$ cat config.mk
export PLATFORM = sky130hd
export DESIGN_NAME = ping_delay_timer
export DESIGN_NICKNAME = d
export VERILOG_FILES = /design/src/rtl/ping_pkg.sv /design/src/rtl/ping_ctrl.sv /design/src/rtl/ping_counter.sv /design/src/rtl/ping_responder.sv /design/src/rtl/ping_delay_timer.sv
export SDC_FILE = /design/constraint.sdc
export NUM_CORES = 1
export LEC_CHECK = 0
export BUFFER_PORTS_ARGS = -buffer_cell sky130_fd_sc_hd__buf_2
export CAP_MARGIN = 20
export CORE_MARGIN = 2
export CORE_UTILIZATION = 50
export CTS_CLUSTER_SIZE = 8
export DETAILED_ROUTE_END_ITERATION = 8
export HOLD_SLACK_MARGIN = 0.08
export PLACE_DENSITY = 0.76
export SYNTH_ARGS = -nofsm -noshare
export SYNTH_HDL_FRONTEND = slang
export SYNTH_SLANG_ARGS = --single-unit
$ cat constraint.sdc
create_clock -name clk -period 2.55 [get_ports clk]
set_clock_uncertainty 0.15 [all_clocks]
set_input_delay 0.1275 -clock clk [delete_from_list [all_inputs] [get_ports clk]]
set_output_delay 0.1275 -clock clk [all_outputs]
set_load 0.1 [all_outputs]
$ cat src/rtl/ping_pkg.sv
package ping_pkg;

    typedef enum logic [1:0] {
        PKT_OTHER  = 2'b00,
        PKT_CONFIG = 2'b01,
        PKT_SELFID = 2'b10,
        PKT_RSVD   = 2'b11
    } pkt_kind_e;

    typedef enum logic [1:0] {
        TMR_IDLE = 2'b00,
        TMR_RUN  = 2'b01,
        TMR_DONE = 2'b10
    } tmr_state_e;

    typedef struct packed {
        logic      strobe;
        pkt_kind_e kind;
        logic      rflag;
        logic      tflag;
    } rx_pkt_t;

    typedef struct packed {
        logic start;
        logic stop;
    } tmr_ev_t;

    function automatic logic is_cfg_sent(logic strobe, pkt_kind_e kind);
        return strobe && (kind == PKT_CONFIG);
    endfunction

    function automatic logic is_selfid_rx(rx_pkt_t p);
        return p.strobe && (p.kind == PKT_SELFID);
    endfunction

    function automatic logic is_ping_request(rx_pkt_t p);
        return p.strobe && (p.kind == PKT_CONFIG) && !p.rflag && !p.tflag;
    endfunction

endpackage

$ cat src/rtl/ping_ctrl.sv
module ping_ctrl
    import ping_pkg::*;
(
    input  logic    clk,
    input  logic    rst,
    input  tmr_ev_t ev,
    output logic    clr,
    output logic    inc,
    output logic    done
);
    tmr_state_e state_q, state_d;

    always_comb begin
        state_d = state_q;
        if (ev.start) begin
            state_d = TMR_RUN;
        end else begin
            case (state_q)
                TMR_RUN:  if (ev.stop) state_d = TMR_DONE;
                TMR_IDLE: state_d = TMR_IDLE;
                TMR_DONE: state_d = TMR_DONE;
                default:  state_d = TMR_IDLE;
            endcase
        end
    end

    always_ff @(posedge clk) begin
        if (rst) state_q <= TMR_IDLE;
        else     state_q <= state_d;
    end

    assign clr  = ev.start;
    assign inc  = (state_q == TMR_RUN) && !ev.stop && !ev.start;
    assign done = (state_q == TMR_DONE);

endmodule

$ cat src/rtl/ping_counter.sv
module ping_counter #(
    parameter int CNT_W = 16
) (
    input  logic             clk,
    input  logic             rst,
    input  logic             clr,
    input  logic             inc,
    output logic [CNT_W-1:0] count,
    output logic             ovf
);
    localparam logic [CNT_W-1:0] CNT_MAX = {CNT_W{1'b1}};

    logic [CNT_W-1:0] count_q;
    logic             ovf_q;

    always_ff @(posedge clk) begin
        if (rst || clr) begin
            count_q <= '0;
            ovf_q   <= 1'b0;
        end else if (inc) begin
            if (count_q == CNT_MAX) ovf_q   <= 1'b1;
            else                    count_q <= count_q + 1'b1;
        end
    end

    assign count = count_q;
    assign ovf   = ovf_q;

endmodule

$ cat src/rtl/ping_responder.sv
module ping_responder
    import ping_pkg::*;
(
    input  logic    clk,
    input  logic    rst,
    input  rx_pkt_t rx,
    output logic    req
);
    logic req_q;

    always_ff @(posedge clk) begin
        if (rst) req_q <= 1'b0;
        else     req_q <= is_ping_request(rx);
    end

    assign req = req_q;

endmodule

$ cat src/rtl/ping_delay_timer.sv
module ping_delay_timer
    import ping_pkg::*;
#(
    parameter int CNT_W = 16
) (
    input  logic             clk,
    input  logic             rst,
    input  logic             tx_done,
    input  logic [1:0]       tx_kind,
    input  logic             rx_done,
    input  logic [1:0]       rx_kind,
    input  logic             rx_rflag,
    input  logic             rx_tflag,
    output logic [CNT_W-1:0] ping_count,
    output logic             ping_valid,
    output logic             ping_ovf,
    output logic             selfid_req
);
    rx_pkt_t rx_pkt;
    tmr_ev_t ev;
    logic    clr, inc;

    always_comb begin
        rx_pkt.strobe = rx_done;
        rx_pkt.kind   = pkt_kind_e'(rx_kind);
        rx_pkt.rflag  = rx_rflag;
        rx_pkt.tflag  = rx_tflag;
        ev.start      = is_cfg_sent(tx_done, pkt_kind_e'(tx_kind));
        ev.stop       = is_selfid_rx(rx_pkt);
    end

    ping_ctrl u_ctrl (
        .clk  (clk),
        .rst  (rst),
        .ev   (ev),
        .clr  (clr),
        .inc  (inc),
        .done (ping_valid)
    );

    ping_counter #(.CNT_W(CNT_W)) u_cnt (
        .clk   (clk),
        .rst   (rst),
        .clr   (clr),
        .inc   (inc),
        .count (ping_count),
        .ovf   (ping_ovf)
    );

    ping_responder u_resp (
        .clk (clk),
        .rst (rst),
        .rx  (rx_pkt),
        .req (selfid_req)
    );

endmodule

**After elaboration in Yosys (flattened, before gate mapping)**

Index checks and enable logic that the tools add are counted.

- Register bits after elaboration: 20
- Bits in latches: 0
- Memory bits (writable): 0
- Bits in read-only memories: 0
- Bits of input ports: 10
- Output and inout port bits: 19
- Logic and storage cells: 33
- Memories kept: 0

- Add/subtract/negate cells: 1
- Multipliers: 0
- Divide/modulo/power cells: 0
- $lt $le $gt $ge: 0
- Equality and inequality tests: 8
- Shifts and indexed selects: 0
- Multiplexer cells: 3
- Bitwise logic cells: 1
- Reduce and logical (&&, ||, !) cells: 15

Operators with widths:

| cell | count |
|---|---|
| $add A16 B1 Y16 const B | 1 |
| $eq A16 B16 Y1 const B | 1 |
| $logic_and A1 B1 Y1 | 7 |
| $eq A2 B1 Y1 const B | 3 |
| $eq A2 B2 Y1 const B | 2 |
| $logic_not A1 Y1 | 4 |
| $pmux W2 S2 | 1 |
| $reduce_and A2 Y1 | 2 |
| $ne A3 B1 Y1 const B | 1 |
| $mux W2 | 1 |
| $ne A2 B1 Y1 const B | 1 |
| $reduce_or A2 Y1 | 1 |
| $logic_or A1 B1 Y1 | 1 |
| $mux W1 | 1 |
| $not A1 Y1 | 1 |

**Longest topological paths before layout**

- Depth in word-level cells: 6
- Depth in mapped cells: 7
- Mapped depth without buffers: 6

**Hierarchy**

Synthesis repeated with hierarchy kept, for this count alone.

- Cell total of the unflattened synthesis: 119
- Area, all modules: 1116.1 um2

By module, submodules not included:

| module | times used | cells each | area each (um2) | seq. area each (um2) |
|---|---|---|---|---|
| ping_counter | 1 | 100 | 919.6 | 340.3 |
| ping_ctrl | 1 | 14 | 136.4 | 40.0 |
| ping_responder | 1 | 3 | 42.5 | 20.0 |
| ping_delay_timer | 1 | 2 | 17.5 | 0.0 |

**Worst setup path before layout**

No wires, ideal clock.

- Kind: reg-to-reg
- Start: register u_cnt.count_q[8], in the netlist u_cnt.count[8]
- End: register u_cnt.count_q[13], in the netlist u_cnt.count[13]
- Library setup time: 0.070 ns
- Arrival: 2.374 ns
- Required time: 2.330 ns
- Setup slack: -0.044 ns
- Stages on the path, launching flop included: 5
- Buffers on the path: 0
- Period minus slack after synthesis: 2.594 ns
- Path through: dfxtp_1 -> nand4_4 -> or4_4 -> or4_1 -> a21oi_1

- Word-level cells in the longest chain between the ends: 3
- Elaborated cells on any way between the ends: 4
- Those cells by class: add/sub: 1; eq/ne: 1; bitwise: 1; reduce/logical: 1

Ends and longest elaborated chain:

| element | line | source |
|---|---|---|
| start, declared | ping_counter.sv:13 | `logic [CNT_W-1:0] count_q;` |
| start signal, assigned | ping_counter.sv:22 | `else count_q <= count_q + 1'b1;` |
| parallel branches: the longest is 3 deep, another holds $add A16 B1 Y16 | n/a |  |

Parallel ways; which one is timed is not known.
A chain may end at the register's enable or synchronous reset.

**Worst setup path in the final report**

- Start: register u_ctrl.state_q[1]
- End: register u_cnt.count_q[7], in the netlist u_cnt.count[7]

- Word-level cells in the longest chain between the ends: 4

Ends and longest elaborated chain:

| element | line | source |
|---|---|---|
| start, declared | ping_ctrl.sv:11 | `tmr_state_e state_q, state_d;` |
| start signal, assigned | ping_ctrl.sv:29 | `else state_q <= state_d;` |
| $eq A2 B1 Y1 | ping_ctrl.sv:33 | `assign inc = (state_q == TMR_RUN) && !ev.stop && !ev.start;` |
| $logic_and A1 B1 Y1 (2 in series) | ping_ctrl.sv:33 |  |
| $reduce_and A2 Y1 (no line) | n/a |  |

No other way between the ends.

==> flow_summary.html <==
<table>
<tr><th>Metric</th><th>Value</th></tr>
<tr><th colspan="2">Floorplanning</th></tr>
<tr><td>Effective utilization at floorplan</td><td>0.520</td></tr>
<tr><td>Die footprint</td><td>between 2000 and 3000 um2</td></tr>
<tr><td>I/O pins</td><td>29</td></tr>
<tr><td>Die outline height</td><td>51.7 um</td></tr>
<tr><td>Horizontal die dimension</td><td>51.7 um</td></tr>
<tr><td>Area of the placeable core</td><td>2190 um2</td></tr>
<tr><td>Row count</td><td>17</td></tr>
<tr><th colspan="2">Cells and area</th></tr>
<tr><td>Area growth from synthesis to layout</td><td>17.0%</td></tr>
<tr><td>Area occupied by multi-input gates</td><td>673 um2</td></tr>
<tr><td>Post-route core utilization</td><td>0.608</td></tr>
<tr><td>Post-layout net count</td><td>169</td></tr>
<tr><td>Total of fill cells in the finished design</td><td>205</td></tr>
<tr><td>Antenna diodes</td><td>0</td></tr>
<tr><td>Cell area after layout</td><td>1330 um2</td></tr>
<tr><td>Ratio of cells with drive above 1 in the final layout</td><td>0.305</td></tr>
<tr><td>Sequential cell area in the final layout</td><td>405 um2</td></tr>
<tr><th colspan="2">Global routing</th></tr>
<tr><td>Tot GR Track Use</td><td>0.206</td></tr>
<tr><td>Maximum number of pins on one net before global-route repair</td><td>21</td></tr>
<tr><td>Leftover overflow at the end of global routing</td><td>0</td></tr>
<tr><td>Wire length of the first global-routing pass</td><td>~4200 um</td></tr>
<tr><td>Via count of the first global-routing pass</td><td>about 960</td></tr>
<tr><td>Initial antenna violation count</td><td>0</td></tr>
<tr><th colspan="2">CTS</th></tr>
<tr><td>Clock Sink Count</td><td>20</td></tr>
<tr><td>CTS Buffer Depth</td><td>2</td></tr>
<tr><td>CTS buffer count</td><td>3</td></tr>
<tr><td>Worst skew pair latency</td><td>about 0.30 ns</td></tr>
<tr><td>Clock-pin slew of the registers on the worst-case setup and hold paths</td><td>~0.11 ns</td></tr>
<tr><td>H-tree depth</td><td>1</td></tr>
<tr><td>Clock root cell</td><td>sky130_fd_sc_hd__clkbuf_4</td></tr>
<tr><td>Clock tree from TritonCTS</td><td>built</td></tr>
<tr><th colspan="2">STA</th></tr>
<tr><td>Final max-slew violation count</td><td>0</td></tr>
<tr><td>Max transition margin</td><td>0.553</td></tr>
<tr><td>RSZ-0062 raised after global routing</td><td>no</td></tr>
<tr><td>Minimum clock period after layout</td><td>2.05 ns</td></tr>
<tr><td>Final period utilization</td><td>0.805</td></tr>
<tr><td>Post-Route Hold Slack</td><td>0.0848 ns</td></tr>
<tr><td>Final hold vios</td><td>0</td></tr>
<tr><td>Peak clock frequency supported by timing</td><td>just under 500 MHz</td></tr>
<tr><td>TNS Setup</td><td>0 ns</td></tr>
<tr><td>Setup-failing EPs final</td><td>0</td></tr>
<tr><td>Actual transition at the worst max-transition pin</td><td>0.668 ns</td></tr>
<tr><th colspan="2">Critical path</th></tr>
<tr><td>Crit path cell chain</td><td>inv_1, ha_1, inv_1, or3_4, or4_1, a21oi_1</td></tr>
<tr><td>Cell type with the highest occurrence count on the critical path</td><td>sky130_fd_sc_hd__inv_1</td></tr>
<tr><td>WP buf/inv</td><td>2</td></tr>
<tr><td>Critical Path Fanout Max</td><td>20</td></tr>
<tr><td>Biggest cell delay along the critical path</td><td>0.53 ns</td></tr>
<tr><td>CP required</td><td>around 2.6 ns</td></tr>
<tr><td>Highest-delay cell along the critical path</td><td>sky130_fd_sc_hd__or4_1</td></tr>
<tr><td>Worst path arrival time</td><td>2.14 ns</td></tr>
<tr><td>Kind of start point of the critical path</td><td>flip-flop</td></tr>
<tr><td>Cell family contributing the most delay on the critical path</td><td>simple AND/OR/NAND/NOR gates</td></tr>
<tr><td>Setup CP Type</td><td>flip-flop to flip-flop</td></tr>
<tr><td>Reg2reg setup slack</td><td>0.50 ns</td></tr>
<tr><td>Element type at the critical path end</td><td>flip-flop</td></tr>
<tr><th colspan="2">Logic synthesis</th></tr>
<tr><td>Cell with the most instances after synthesis</td><td>sky130_fd_sc_hd__dfxtp_1</td></tr>
<tr><td>Post-synthesis cell type count</td><td>35</td></tr>
<tr><td>Compound-cell area share of the yosys netlist</td><td>0.101</td></tr>
<tr><td>Simple-gate share of the synthesized area</td><td>0.387</td></tr>
<tr><td>Synthesized instance count</td><td>between 100 and 150</td></tr>
<tr><td>Fraction of registers with async set/reset</td><td>0</td></tr>
<tr><td>Sequential element share of the synthesized area</td><td>0.352</td></tr>
<tr><td>Count of flip-flops with a built-in enable after synthesis</td><td>0</td></tr>
<tr><td>Fraction of synthesized cell area taken by the top area cell type</td><td>0.352</td></tr>
<tr><td>Mux share of post-synthesis cell area</td><td>0.0703</td></tr>
<tr><td>Nets in the synthesized netlist</td><td>138</td></tr>
<tr><td>Syn Std Cell Area</td><td>1140 um2</td></tr>
<tr><td>Yosys top cell by area</td><td>sky130_fd_sc_hd__dfxtp_1</td></tr>
<tr><td>Yosys synthesis warning count</td><td>0</td></tr>
<tr><td>Ranking of synthesized cells by area</td><td>sky130_fd_sc_hd__dfxtp_1, sky130_fd_sc_hd__mux2i_1, sky130_fd_sc_hd__nand2_1</td></tr>
<tr><td>Share of the synthesized netlist area taken by xor and xnor gates</td><td>0</td></tr>
<tr><td>Register bit count reported by yosys</td><td>20</td></tr>
<tr><td>Area share of fa/ha/maj cells after synthesis</td><td>0.0330</td></tr>
<tr><td>Main combinational cell family by area after synthesis</td><td>simple AND/OR/NAND/NOR gates</td></tr>
<tr><td>Most frequently used flop master after synthesis</td><td>sky130_fd_sc_hd__dfxtp_1</td></tr>
<tr><td>Top cells by instance count after synthesis</td><td>sky130_fd_sc_hd__dfxtp_1, sky130_fd_sc_hd__nand2_1, sky130_fd_sc_hd__a21oi_1, sky130_fd_sc_hd__mux2i_1, sky130_fd_sc_hd__nor4_1</td></tr>
<tr><td>Post-synthesis average cell area</td><td>just over 9 um2</td></tr>
<tr><th colspan="2">Pwr</th></tr>
<tr><td>Maximum VDD drop</td><td>262 uV</td></tr>
<tr><td>Power density of the placed cells</td><td>388 nW/um2</td></tr>
<tr><td>Total power consumption of the routed design</td><td>a little over 500 uW</td></tr>
<tr><td>Cell leakage power</td><td>approximately 0.00053 uW</td></tr>
<tr><th colspan="2">Placed design</th></tr>
<tr><td>Area after detailed placement</td><td>1280 um2</td></tr>
<tr><td>DPL Wire Length</td><td>1710 um</td></tr>
<tr><td>GPL Wtd Cong</td><td>0.812</td></tr>
<tr><td>IO buf count</td><td>28</td></tr>
<tr><th colspan="2">Drt</th></tr>
<tr><td>Total routed wirelength</td><td>2370 um</td></tr>
<tr><td>Routed length on met3</td><td>85 um</td></tr>
<tr><td>Vias/cell</td><td>5.75</td></tr>
<tr><td>Violation count after the first detailed-route iteration</td><td>26</td></tr>
<tr><td>Iteration count of the initial detailed-routing pass</td><td>4</td></tr>
<tr><td>Uppermost layer routed</td><td>met4</td></tr>
<tr><td>DRC violations left</td><td>0</td></tr>
<tr><td>Metal2 WL</td><td>1130 um</td></tr>
<tr><td>M1 WL</td><td>1130 um</td></tr>
<tr><td>Antenna Violating Nets Remaining</td><td>0</td></tr>
<tr><td>Average wire length per cell after detail routing</td><td>13.0 um</td></tr>
<tr><td>Via count of the routed design</td><td>1047</td></tr>
<tr><th colspan="2">Min path</th></tr>
<tr><td>Type of the tightest min-delay check</td><td>input pin to flip-flop</td></tr>
<tr><th colspan="2">Outcome</th></tr>
<tr><td>Run status</td><td>finished clean</td></tr>
<tr><th colspan="2">Job</th></tr>
<tr><td>Number of max-cap violations</td><td>0</td></tr>
</table>
## layout by cell type, fill, tap and decap left out, types with 5 or more instances in the layout
master and instances:
sky130_fd_sc_hd__a21oi_1 8, sky130_fd_sc_hd__buf_2 28, sky130_fd_sc_hd__dfxtp_1 16, sky130_fd_sc_hd__inv_1 5, sky130_fd_sc_hd__mux2i_1 8, sky130_fd_sc_hd__nand2_1 14, sky130_fd_sc_hd__nor4_1 8, sky130_fd_sc_hd__o31ai_1 5
sky130_fd_sc_hd__or3_1 7, sky130_fd_sc_hd__or4_1 5
## tightest hold or removal path: cells and delay by family
kind	cells	cell delay, ns
buffers and inverters	1	0.11
AO/OA/AOI/OAI	1	0.09
AND/OR/NAND/NOR	2	0.18
## worst paths after layout
| path | startpoint | depth (start not counted) | to |
|---|---|---|---|
| max | u_ctrl.state_q[1]$_SDFFE_PP0P_ | 6 | u_cnt.count[7]$_SDFFE_PP0P_ |
| min | rx_kind[1] | 4 | u_ctrl.state_q[0]$_SDFFE_PP0P_ |
| max reg2reg | u_ctrl.state_q[1]$_SDFFE_PP0P_ | 6 | u_cnt.count[7]$_SDFFE_PP0P_ |
| min reg2reg | u_cnt.count[15]$_SDFFE_PP0P_ | 2 | u_cnt.count[15]$_SDFFE_PP0P_ |
## sequential cells by signal, indices dropped and copies added (netlist names)
register	flops
u_cnt.ovf	1
u_ctrl.state_q	2
u_cnt.count	16
u_resp.req	1
## where the power goes
group	switching [uW]	internal (uW)	total (uW)
clock	96.5	55.0	152
combinational	31.9	18.5	50.4
sequential	1.53	314	316
## logic make-up after synthesis
group | after synthesis
simple gates | 64
mux | 8
compound gates | 19
flops | 20
fa+ha+maj | 3
buf+inv | 11
## layout make-up
class	instances	area share
repair buffers	32	0.133
multi-input cells	94	0.505
flip-flops and latches	20	0.304
well taps	28	0.0263
inverters	5	0.0141
clock buffers	3	0.0169
## stage by stage
| step | setup WS, ns | std cells |
|---|---|---|
| 6_report | 0.496 | 182 |
| 5_1_grt | 0.375 | 182 |
| 4_1_cts | 0.508 | 182 |
| 3_5_place_dp | 0.529 | 176 |
| 3_3_place_gp | 0.597 | 176 |
| 2_1_floorplan | 0.00565 | 125 |
## metal layers
metal | up-vias | track usage
met4 | 0 | 0.0789
met2 | 28 | 0.340
met1 | 485 | 0.274
met3 | 2 | 0.0259
met5 | - | 0
li1 | 532 | -
## repair_timing
action	in CTS	in global routing
hold endpoints to repair	2	0
hold buffers	3	0
buffers inserted	0	0
gates resized for setup	0	0
Note: power is estimated with default switching activity, not from simulation.
